--- config.mk ---
export PLATFORM = sky130hd
export DESIGN_NAME = rstc_cause_reg
export DESIGN_NICKNAME = d
export VERILOG_FILES = /design/src/rtl/rstc_pkg.sv /design/src/rtl/rstc_decode.sv /design/src/rtl/rstc_boot_cnt.sv /design/src/rtl/rstc_status.sv /design/src/rtl/rstc_cause_reg.sv
export SDC_FILE = /design/constraint.sdc
export NUM_CORES = 1
export LEC_CHECK = 0
export BUFFER_PORTS_ARGS = -buffer_cell sky130_fd_sc_hd__buf_4
export CORE_ASPECT_RATIO = 1.5
export CORE_MARGIN = 10
export CORE_UTILIZATION = 25
export DETAILED_ROUTE_END_ITERATION = 16
export GPL_TIMING_DRIVEN = 0
export HOLD_SLACK_MARGIN = 0.06
export PLACE_DENSITY = 0.65
export SLEW_MARGIN = 20
export SYNTH_ARGS = -nofsm -noshare
export SYNTH_HDL_FRONTEND = slang
export SYNTH_SLANG_ARGS = --single-unit
--- constraint.sdc ---
create_clock -name clk_i -period 3.3 [get_ports clk_i]
set_input_delay 0.165 -clock clk_i [delete_from_list [all_inputs] [get_ports clk_i]]
set_output_delay 0.165 -clock clk_i [all_outputs]
set_load 0.01 [all_outputs]
--- src/rtl/rstc_pkg.sv ---
package rstc_pkg;
  localparam int unsigned DATA_W        = 32;
  localparam logic [31:0] IMPL_MASK     = 32'hF800_0000;
  localparam logic [31:0] W1C_MASK      = 32'h9800_0000;
  localparam logic [31:0] SET_MASK      = 32'h6000_0000;
  localparam logic [31:0] COLD_VAL      = 32'h8000_0000;
  localparam int unsigned BIT_SOFT_COLD = 30;
  localparam int unsigned BIT_SOFT_WARM = 29;

  typedef enum logic {
    CAUSE_COLD = 1'b0,
    CAUSE_WARM = 1'b1
  } req_cause_e;
endpackage

--- src/rtl/rstc_decode.sv ---
module rstc_decode #(
  parameter int unsigned ADDR_W = 16,
  parameter logic [ADDR_W-1:0] BASE_ADDR = 16'hF020
) (
  input  logic [ADDR_W-1:0] addr_i,
  output logic              hit_o
);
  localparam logic [ADDR_W-4:0] BASE_WORD = BASE_ADDR[ADDR_W-1:3];

  logic [1:0] unused_lane;
  assign unused_lane = addr_i[1:0];

  // data lives in the upper word of the 8-byte window
  assign hit_o = (addr_i[ADDR_W-1:3] == BASE_WORD) && addr_i[2];
endmodule

--- src/rtl/rstc_boot_cnt.sv ---
module rstc_boot_cnt #(
  parameter int unsigned CNT_W = 4
) (
  input  logic clk_i,
  input  logic rst_ni,
  input  logic inc_i,
  input  logic clr_i,
  output logic zero_o,
  output logic sat_o
);
  localparam logic [CNT_W-1:0] CNT_MAX = {CNT_W{1'b1}};

  logic [CNT_W-1:0] cnt_q;

  always_ff @(posedge clk_i or negedge rst_ni) begin
    if (!rst_ni) begin
      cnt_q <= '0;
    end else if (clr_i) begin
      cnt_q <= '0;
    end else if (inc_i && (cnt_q != CNT_MAX)) begin
      cnt_q <= cnt_q + 1'b1;
    end
  end

  assign zero_o = (cnt_q == '0);
  assign sat_o  = (cnt_q == CNT_MAX);
endmodule

--- src/rtl/rstc_status.sv ---
module rstc_status
  import rstc_pkg::*;
(
  input  logic              clk_i,
  input  logic              rst_ni,
  input  logic              sys_rst_i,
  input  logic              first_i,
  input  logic              wr_i,
  input  logic [DATA_W-1:0] wdata_i,
  output logic [DATA_W-1:0] stat_o,
  output logic              req_o,
  output logic              cause_o,
  output logic              cnt_clr_o
);
  logic [DATA_W-1:0] stat_q, stat_d, wmask;
  logic              req_q, cause_q, trig, fire;

  assign wmask  = wdata_i & IMPL_MASK;
  assign stat_d = (stat_q & ~(wmask & W1C_MASK)) | (wmask & SET_MASK);
  assign trig   = wr_i && (wmask[BIT_SOFT_COLD] || wmask[BIT_SOFT_WARM]);
  assign fire   = trig && !req_q;

  always_ff @(posedge clk_i or negedge rst_ni) begin
    if (!rst_ni) begin
      stat_q <= '0;
    end else if (sys_rst_i) begin
      if (first_i) stat_q <= COLD_VAL;
    end else if (wr_i) begin
      stat_q <= stat_d;
    end
  end

  always_ff @(posedge clk_i or negedge rst_ni) begin
    if (!rst_ni) begin
      req_q   <= 1'b0;
      cause_q <= CAUSE_COLD;
    end else begin
      req_q <= fire;
      if (fire) cause_q <= wmask[BIT_SOFT_COLD] ? CAUSE_COLD : CAUSE_WARM;
    end
  end

  assign stat_o    = stat_q;
  assign req_o     = req_q;
  assign cause_o   = cause_q;
  assign cnt_clr_o = wr_i && wmask[BIT_SOFT_COLD];
endmodule

--- src/rtl/rstc_cause_reg.sv ---
module rstc_cause_reg
  import rstc_pkg::*;
#(
  parameter int unsigned ADDR_W = 16,
  parameter logic [ADDR_W-1:0] BASE_ADDR = 16'hF020,
  parameter int unsigned CNT_W = 4
) (
  input  logic              clk_i,
  input  logic              rst_ni,
  input  logic              sys_rst_i,
  input  logic [ADDR_W-1:0] addr_i,
  input  logic              we_i,
  input  logic [DATA_W-1:0] wdata_i,
  output logic [DATA_W-1:0] rdata_o,
  output logic              rst_req_o,
  output logic              rst_cause_o
);
  logic              addr_hit, wr_en, cnt_zero, cnt_sat, cnt_clr;
  logic [DATA_W-1:0] stat_q;

  rstc_decode #(.ADDR_W(ADDR_W), .BASE_ADDR(BASE_ADDR)) u_dec (
    .addr_i (addr_i),
    .hit_o  (addr_hit)
  );

  // system reset wins over a colliding bus write
  assign wr_en = we_i && addr_hit && !sys_rst_i;

  rstc_boot_cnt #(.CNT_W(CNT_W)) u_cnt (
    .clk_i  (clk_i),
    .rst_ni (rst_ni),
    .inc_i  (sys_rst_i),
    .clr_i  (cnt_clr),
    .zero_o (cnt_zero),
    .sat_o  (cnt_sat)
  );

  rstc_status u_stat (
    .clk_i     (clk_i),
    .rst_ni    (rst_ni),
    .sys_rst_i (sys_rst_i),
    .first_i   (cnt_zero),
    .wr_i      (wr_en),
    .wdata_i   (wdata_i),
    .stat_o    (stat_q),
    .req_o     (rst_req_o),
    .cause_o   (rst_cause_o),
    .cnt_clr_o (cnt_clr)
  );

  assign rdata_o = addr_hit ? stat_q : '0;
endmodule

==> After elaboration in Yosys (flattened, before gate mapping) <==
Index checks and enable logic that the tools add are counted.
{ "word_totals": {"regBits": 38, "input_bits": 52, "out_inout_bits": 34, "wordCells": 32} }
{ "op_classes": {"n_addsub": 1, "n_eq_ne": 3, "n_mux": 7, "bitwise_logic": 3, "reduce_logical": 14} }
{ "op_table": {"columns": ["cell", "count"], "rows": [
  ["$mux W32", 4],
  ["$and A32 B32 Y32", 1],
  ["$not A32 Y32", 1],
  ["$or A32 B31 Y32", 1],
  ["$eq A13 B13 Y1 const B", 1],
  ["$mux W4", 2],
  ["$logic_and A1 B1 Y1", 7],
  ["$add A4 B1 Y4 const B", 1],
  ["$logic_not A4 Y1", 1],
  ["$ne A4 B4 Y1 const B", 1],
  ["$reduce_bool A2 Y1", 2],
  ["$logic_not A1 Y1", 2],
  ["$ne A2 B1 Y1 const B", 1],
  ["$reduce_and A2 Y1", 1],
  ["$logic_or A1 B1 Y1", 1],
  ["$mux W1", 1]
]} }

==> Logic depth before layout (Yosys ltp) <==
Gate-level depths: netlist of run 1.
{ "logic_depth": {"depth_word": 6, "ltp_mapped": 5} }

==> Hierarchy <==
A second synthesis of run 1 with hierarchy kept.
{ "unflattened": {"cells_unflattened": 119, "area_unflattened_um2": 1056.0} }
{ "modules_own_cells": {"columns": ["module", "instances", "cells_each", "area_each_um2"], "rows": [
  ["rstc_status", 1, 54, 499.2],
  ["rstc_cause_reg", 1, 36, 265.3],
  ["rstc_boot_cnt", 1, 24, 247.7],
  ["rstc_decode", 1, 5, 43.8]
]} }

==> Worst setup path after synthesis of run 1 <==
OpenSTA, ideal clock, no wires.
{ "synth_timing": {"path_kind": "in2out", "startpoint": "in addr_i[8]", "endpoint": "out rdata_o[27]", "t_arrival_ns": 1.351, "required_ns": 3.135, "setup_slack_ns": 1.784, "cell_stages": 3, "n_path_buf": 0, "path_cell_list": "or4_4 -> nor4_1 -> and2_1"} }
{ "synth_via": {"elab_chain_len": 3} }
{ "synth_lines": {"columns": ["element", "line_no", "rtl"], "rows": [
  ["start: declaration", "rstc_cause_reg.sv:11", "input logic [ADDR_W-1:0] addr_i,"],
  ["$eq A13 B13 Y1", "rstc_decode.sv:14", "assign hit_o = (addr_i[ADDR_W-1:3] == BASE_WORD) && addr_i[2];"],
  ["$logic_and A1 B1 Y1", "rstc_decode.sv:14", null],
  ["$mux W32", "rstc_cause_reg.sv:51", "assign rdata_o = addr_hit ? stat_q : '0;"],
  ["end: declaration", "rstc_cause_reg.sv:14", "output logic [DATA_W-1:0] rdata_o,"]
]} }
Every way passes these cells.

==> Worst setup path in the final report of run 1 <==
Ends and elaborated chain as after synthesis.

==> impl_metrics.csv, run 1 <==
group,metric,value,unit
place,routabilityCongestion,0.802,
logic_synthesis,synthCells,86,
sta,fin_crit,1.86,ns
setup_path,start_kind,"primary input",
detailed_routing,drtAntennaViolNets,0,
clock_tree,cts_resized,0,
outcome,status,"finished clean",
clock_tree,cts-root-buf,"clkbuf_8",
grt,grt_pass1_wl,3260,µm
clock_tree,cts_tree,"done",
grt,first_global_vias,701,
floorplan,num_rows,25,
finish,final_cell_area,1220,µm²
clock_tree,cts_setup_buffers,0,
finish,nets,201,
setup_path,cp_common_cell,"buf_4",
floorplan,core_area,3130,µm²
sta,finClkSkew,0.00278,ns
logic_synthesis,synth-simple-area-share,0.259,
logic_synthesis,synth_compound_area_frac,0.0733,
sta,fin_ws,1.44,ns
detailed_routing,dr.pass1.iters,2,
floorplan,fp.dieArea,5920,µm²
logic_synthesis,synthMuxAreaShare,0,
grt,grt_max_degree,12,
power,p_switching,0.150,mW
setup_path,cp_data_required_time,3.13,ns
clock_tree,cts_buffers,3,
grt,gr-total-overflow,0,
logic_synthesis,syn_area,802,µm²
power,power_frac_clock,0.276,
grt,grt_use_total,0.0699,
job,maxCapViolCount,0,
place,numPortBuffers,29,
grt,antenna_found_initial,0,
logic_synthesis,syn_avg_cell_area,9.33,µm²
logic_synthesis,synth_area_leaders,"dfrtp_1, buf_4, and2_1, a21oi_1, ha_1",
power,p_per_area,397,nW/µm²
setup_path,max_stage_delay,0.55,ns
setup_path,arrival,1.70,ns
clock_tree,clkLatencyLatePin,0.24,ns
logic_synthesis,synth_top_family_by_area,"buffers and inverters",
detailed_routing,wl,2160,µm
floorplan,initial_core_util,0.256,
clock_tree,clock_path_buffers,2,
sta,finalSetupViolCount,0,
place,dp_slack,1.41,ns
detailed_routing,wl_met2,980,µm
power,power.leakage,0.681,nW
place,dp.cells,181,
setup_path,cp_max_fo,5,
power,power_frac_comb,0.321,
detailed_routing,drt_iter0_drc,22,
logic_synthesis,synthXorXnorAreaFrac,0.0218,
clock_tree,postCtsHoldBufs,1,
detailed_routing,avgRoutedWirePerCell,11.6,µm
sta,slew_headroom,0.632,
sta,hold_violations,0,
sta,hold_ws,0.0866,ns
setup_path,worstSetupEndpointType,"output pin",
power,vdd_drop_max,0.138,mV
clock_tree,clock_sinks,11,
setup_path,cp_slowest_cell,"or4_4",
logic_synthesis,ys_types,26,
logic_synthesis,ys_seq_area_frac,0.343,
detailed_routing,routed.top_layer,"met4",
floorplan,die_y,89.4,µm
floorplan,ios,86,
setup_path,path_cells,"buf_4, or4_4, nor4_1, and2_1, buf_4",
sta,timing.fmax,536,MHz
sta,rsz0062_at_grt,"no",
logic_synthesis,yosys_warnings,0,
place,placed_area,1170,µm²
finish,fill_cells,327,
detailed_routing,route.met3.wl,361,µm
floorplan,die_x,66.2,µm
logic_synthesis,yosysTopAreaCell,"dfrtp_1",
clock_tree,clk_pin_slew,0.05,ns
logic_synthesis,netlist.area_leader.share,0.343,
finish,syn_to_final_growth,52.4,%
finish,stdcell_count,186,
finish,num_antenna_cells,0,
power,p_sw_frac,0.309,
finish,drive_above_1_share,0.432,
power,power_report.internal_total,0.335,mW
detailed_routing,drt-met1-wl,784,µm
place,place_hpwl,1930,µm
detailed_routing,drc,0,
power,power_frac_seq,0.403,
logic_synthesis,synth_adder_area_share,0.0312,
sta,drv_slew,0,
sta,tns,0,ns
sta,worst_pin_slew,0.548,ns
setup_path,worstSetupPathType,"primary input to output pin",
detailed_routing,routed-via-count,723,
logic_synthesis,ys_seq_elements,11,
sta,fin_crit_sh,0.565,
clock_tree,htree_levels,1,
min_path,hold_class,"primary input to flip-flop",
detailed_routing,viasPerCell,3.89,
-- worst max-delay path: cells and delay by family --
family	cells	cell delay [ns]
AND/OR/NAND/NOR	3	1.30
buffers and inverters	2	0.23
-- kinds of logic after synthesis --
logic type / Yosys count
AO/OA/AOI/OAI: 10
XOR/XNOR: 2
adder cells (fa/ha/maj): 2
buffers and inverters: 30
flip-flops: 11
other: 1
AND/OR/NAND/NOR: 30
-- flip-flops by register name, indices dropped and copies added, names as in the netlist --
signal,count
u_stat.req_o,1
u_stat.cause_o,1
u_cnt.cnt_q,4
u_stat.stat_o,5
-- synthesized netlist by cell type --
library cell,count
and2_4,1
nor2_1,3
or4bb_1,1
a31oi_1,1
a21oi_1,6
inv_1,3
nand3_1,3
and3_1,1
nand2_1,6
o21a_1,2
or4b_4,1
conb_1,1
nor4_4,1
xnor2_1,1
and4b_1,1
nor3_1,1
xor2_1,1
nand4b_1,2
nor4_1,1
and2_1,6
nor4bb_1,1
ha_1,2
a21o_1,1
dfrtp_1,11
or4_4,1
buf_4,27
-- cell type report --
cell class / instances / area, µm² / share of cell area
plain buffers: 27 / 203 / 0.166
clock buffers: 4 / 45.0 / 0.0368
inverters: 3 / 11.3 / 0.00921
multi-input cells: 71 / 410 / 0.336
flip-flops and latches: 11 / 275 / 0.225
well taps: 40 / 50.0 / 0.0409
repair buffers: 30 / 228 / 0.186
-- stage by stage --
| step | power [mW] | util |
|---|---|---|
| 2_1_floorplan | 0.304 | - |
| 3_3_place_gp | 0.342 | 0.373 |
| 3_5_place_dp | 0.350 | 0.373 |
| 4_1_cts | 0.488 | 0.391 |
| 5_1_grt | 0.520 | 0.391 |
| 6_report | 0.485 | 0.391 |
-- metal layers --
layer	vias up	GRT usage
li1	358	-
met4	0	0.0344
met2	45	0.123
met5	-	0
met1	317	0.0596
met3	3	0.0439
-- power by group through the flow --
stage | registers [mW] | clock network (mW) | logic, mW
2_1_floorplan | 0.189 | 0 | 0.115
3_3_place_gp | 0.195 | 0 | 0.148
3_5_place_dp | 0.198 | 0 | 0.152
4_1_cts | 0.196 | 0.137 | 0.155
5_1_grt | 0.201 | 0.143 | 0.175
6_report | 0.195 | 0.134 | 0.156
-- cell usage in the layout, fill, tap and decap left out, types with 3 or more instances in the layout --
master / Yosys / routed
conb_1: 1 / 27
inv_1: 3 / 3
and2_1: 6 / 6
nor2_1: 3 / 3
a21oi_1: 6 / 6
nand3_1: 3 / 3
clkbuf_8: 0 / 3
dfrtp_1: 11 / 11
buf_4: 27 / 56
nand2_1: 6 / 6
-- final timing paths --
check / cells past startpoint / start / to / slack [ns]
setup / recovery: 5 / addr_i[8] / rdata_o[27] / 1.44
hold / removal: 2 / wdata_i[28] / u_stat.stat_o[28] / 0.09
setup reg to reg: 5 / u_cnt.cnt_q[0] / u_stat.stat_o[27] / 1.85
hold reg to reg: 1 / u_stat.stat_o[31] / u_stat.stat_o[31] / 0.47
max in group asynchronous: 2 / rst_ni / u_stat.stat_o[31] / 2.84
min in group asynchronous: 2 / rst_ni / u_stat.stat_o[27] / 0.31
Note: power is estimated with default switching activity, not from simulation.
==> run 2: changes to the inputs <==
Clock period 3.3 ns to 1.9 ns, I/O delays scaled along.
==> run 2 against run 1 <==
Highest routed layer unchanged. Via count rose by 1.1%. Routed wire length grew 1.7%. Hold slack lost 0.0057 ns. Largest power group unchanged. Critical path type unchanged. Clock skew about the same.
==> impl_metrics.csv, run 2 (same netlist as run 1, synthesis figures left out) <==
group,metric,value,unit
place,dp.cells,181,
sta,fin_crit_sh,0.909,
finish,fill_cells,323,
detailed_routing,routed-via-count,731,
finish,multi_input_area,410,µm²
place,numPortBuffers,29,
floorplan,ios,86,
sta,fin_crit,1.73,ns
clock_tree,cts-root-buf,"clkbuf_8",
floorplan,die_x,66.2,µm
clock_tree,clk_pin_slew,0.05,ns
outcome,status,"finished clean",
floorplan,initial_core_util,0.256,
floorplan,die_y,89.4,µm
min_path,hold_class,"primary input to flip-flop",
detailed_routing,drc,0,
finish,final_common_cell,"buf_4",
finish,syn_to_final_growth,56.2,%
place,placed_area,1170,µm²
sta,rsz0062_at_grt,"no",
setup_path,worstSetupEndpointType,"output pin",
sta,slew_headroom,0.632,
finish,final_cell_mix,"buf_4, conb_1, dfrtp_1",
setup_path,start_kind,"primary input",
setup_path,cp_data_required_time,1.80,ns
power,p_per_area,678,nW/µm²
clock_tree,htree_levels,1,
clock_tree,cts_setup_buffers,0,
job,maxCapViolCount,0,
clock_tree,clkLatencyLatePin,0.24,ns
sta,worst_pin_slew,0.547,ns
setup_path,cp_max_fo,5,
floorplan,core_area,3130,µm²
detailed_routing,avgRoutedWirePerCell,11.6,µm
power,vdd_drop_max,0.243,mV
grt,gr-total-overflow,0,
place,routabilityCongestion,0.802,
grt,antenna_found_initial,0,
sta,fin_ws,0.173,ns
finish,largest_reg_flops,5,
sta,tns,0,ns
clock_tree,cts_tree,"done",
sta,finClkSkew,0.00317,ns
sta,hold_violations,0,
grt,grt_pass1_wl,3310,µm
finish,nets,204,
grt,grt_use_total,0.0707,
sta,timing.fmax,579,MHz
finish,final_cell_area,1250,µm²
sta,finalSetupViolCount,0,
finish,drive_above_1_share,0.423,
detailed_routing,drt_iter0_drc,19,
setup_path,worstSetupPathType,"primary input to output pin",
power,power.leakage,0.694,nW
clock_tree,clock_path_buffers,2,
grt,first_global_vias,713,
floorplan,fp.dieArea,5920,µm²
finish,seq_area,275,µm²
grt,grt_max_degree,12,
floorplan,num_rows,25,
finish,final_util,0.400,
detailed_routing,wl,2190,µm
place,place_hpwl,1930,µm
clock_tree,clock_sinks,11,
finish,num_antenna_cells,0,
place,dp_slack,0.153,ns
sta,drv_slew,0,
detailed_routing,dr.pass1.iters,2,
detailed_routing,viasPerCell,3.87,
setup_path,arrival,1.63,ns
finish,stdcell_count,189,
clock_tree,cts_buffers,3,
detailed_routing,drtAntennaViolNets,0,
## run 2: changes by cell type in the layout (fill, tap and decap cells not counted)
cell           change
dlygate4sd3_1      +3
## run 2: power breakdown
part	switching [mW]	total [mW]	internal, mW
logic	0.125	0.276	0.151
registers	0.0525	0.340	0.288
clock network	0.0855	0.233	0.147
## run 2: what timing repair did
item | in CTS | in global routing
endpoints found under the hold margin | 14 | 0
hold buffers | 4 | 0
resized for setup | 0 | 0
## run 2: worst max-delay path: stages
cell	delay (ns)
buf_4	0.11
or4_4	0.55
nor4_1	0.54
and2_1	0.21
buf_4	0.12
## run 2: final timing paths
check	from	slack, ns	cells past startpoint	end
hold / removal	wdata_i[29]	0.08	2	u_stat.req_o
max in group asynchronous	rst_ni	1.51	2	u_stat.stat_o[31]
min in group asynchronous	rst_ni	0.24	2	u_stat.stat_o[27]
setup reg to reg	u_cnt.cnt_q[0]	0.45	5	u_stat.stat_o[27]
setup / recovery	addr_i[8]	0.17	5	rdata_o[27]
hold reg to reg	u_stat.stat_o[31]	0.47	1	u_stat.stat_o[31]
## run 2: cell type report
| class | count | area share |
|---|---|---|
| multi-input cells | 71 | 0.328 |
| flip-flops and latches | 11 | 0.220 |
| repair buffers | 33 | 0.206 |
| plain buffers | 27 | 0.162 |
| well taps | 40 | 0.0400 |
| clock buffers | 4 | 0.0360 |
| inverters | 3 | 0.00899 |
## run 2: routing by layer
metal | GRT usage | share of wire | vias up
li1 | - | - | 364
met1 | 0.0603 | 0.36 | 319
met2 | 0.123 | 0.45 | 45
met3 | 0.0464 | 0.17 | 3
met4 | 0.0344 | 0.014 | 0
met5 | 0 | 0 | -
## run 2: metrics by stage
stage                     hold slack (ns)  power [mW]
final                              0.0809       0.849
after detailed placement          -0.0628       0.608
after floorplan                    -0.201       0.529
after global placement            -0.0686       0.595
after global routing               0.0868       0.908
after CTS                          0.0833       0.852
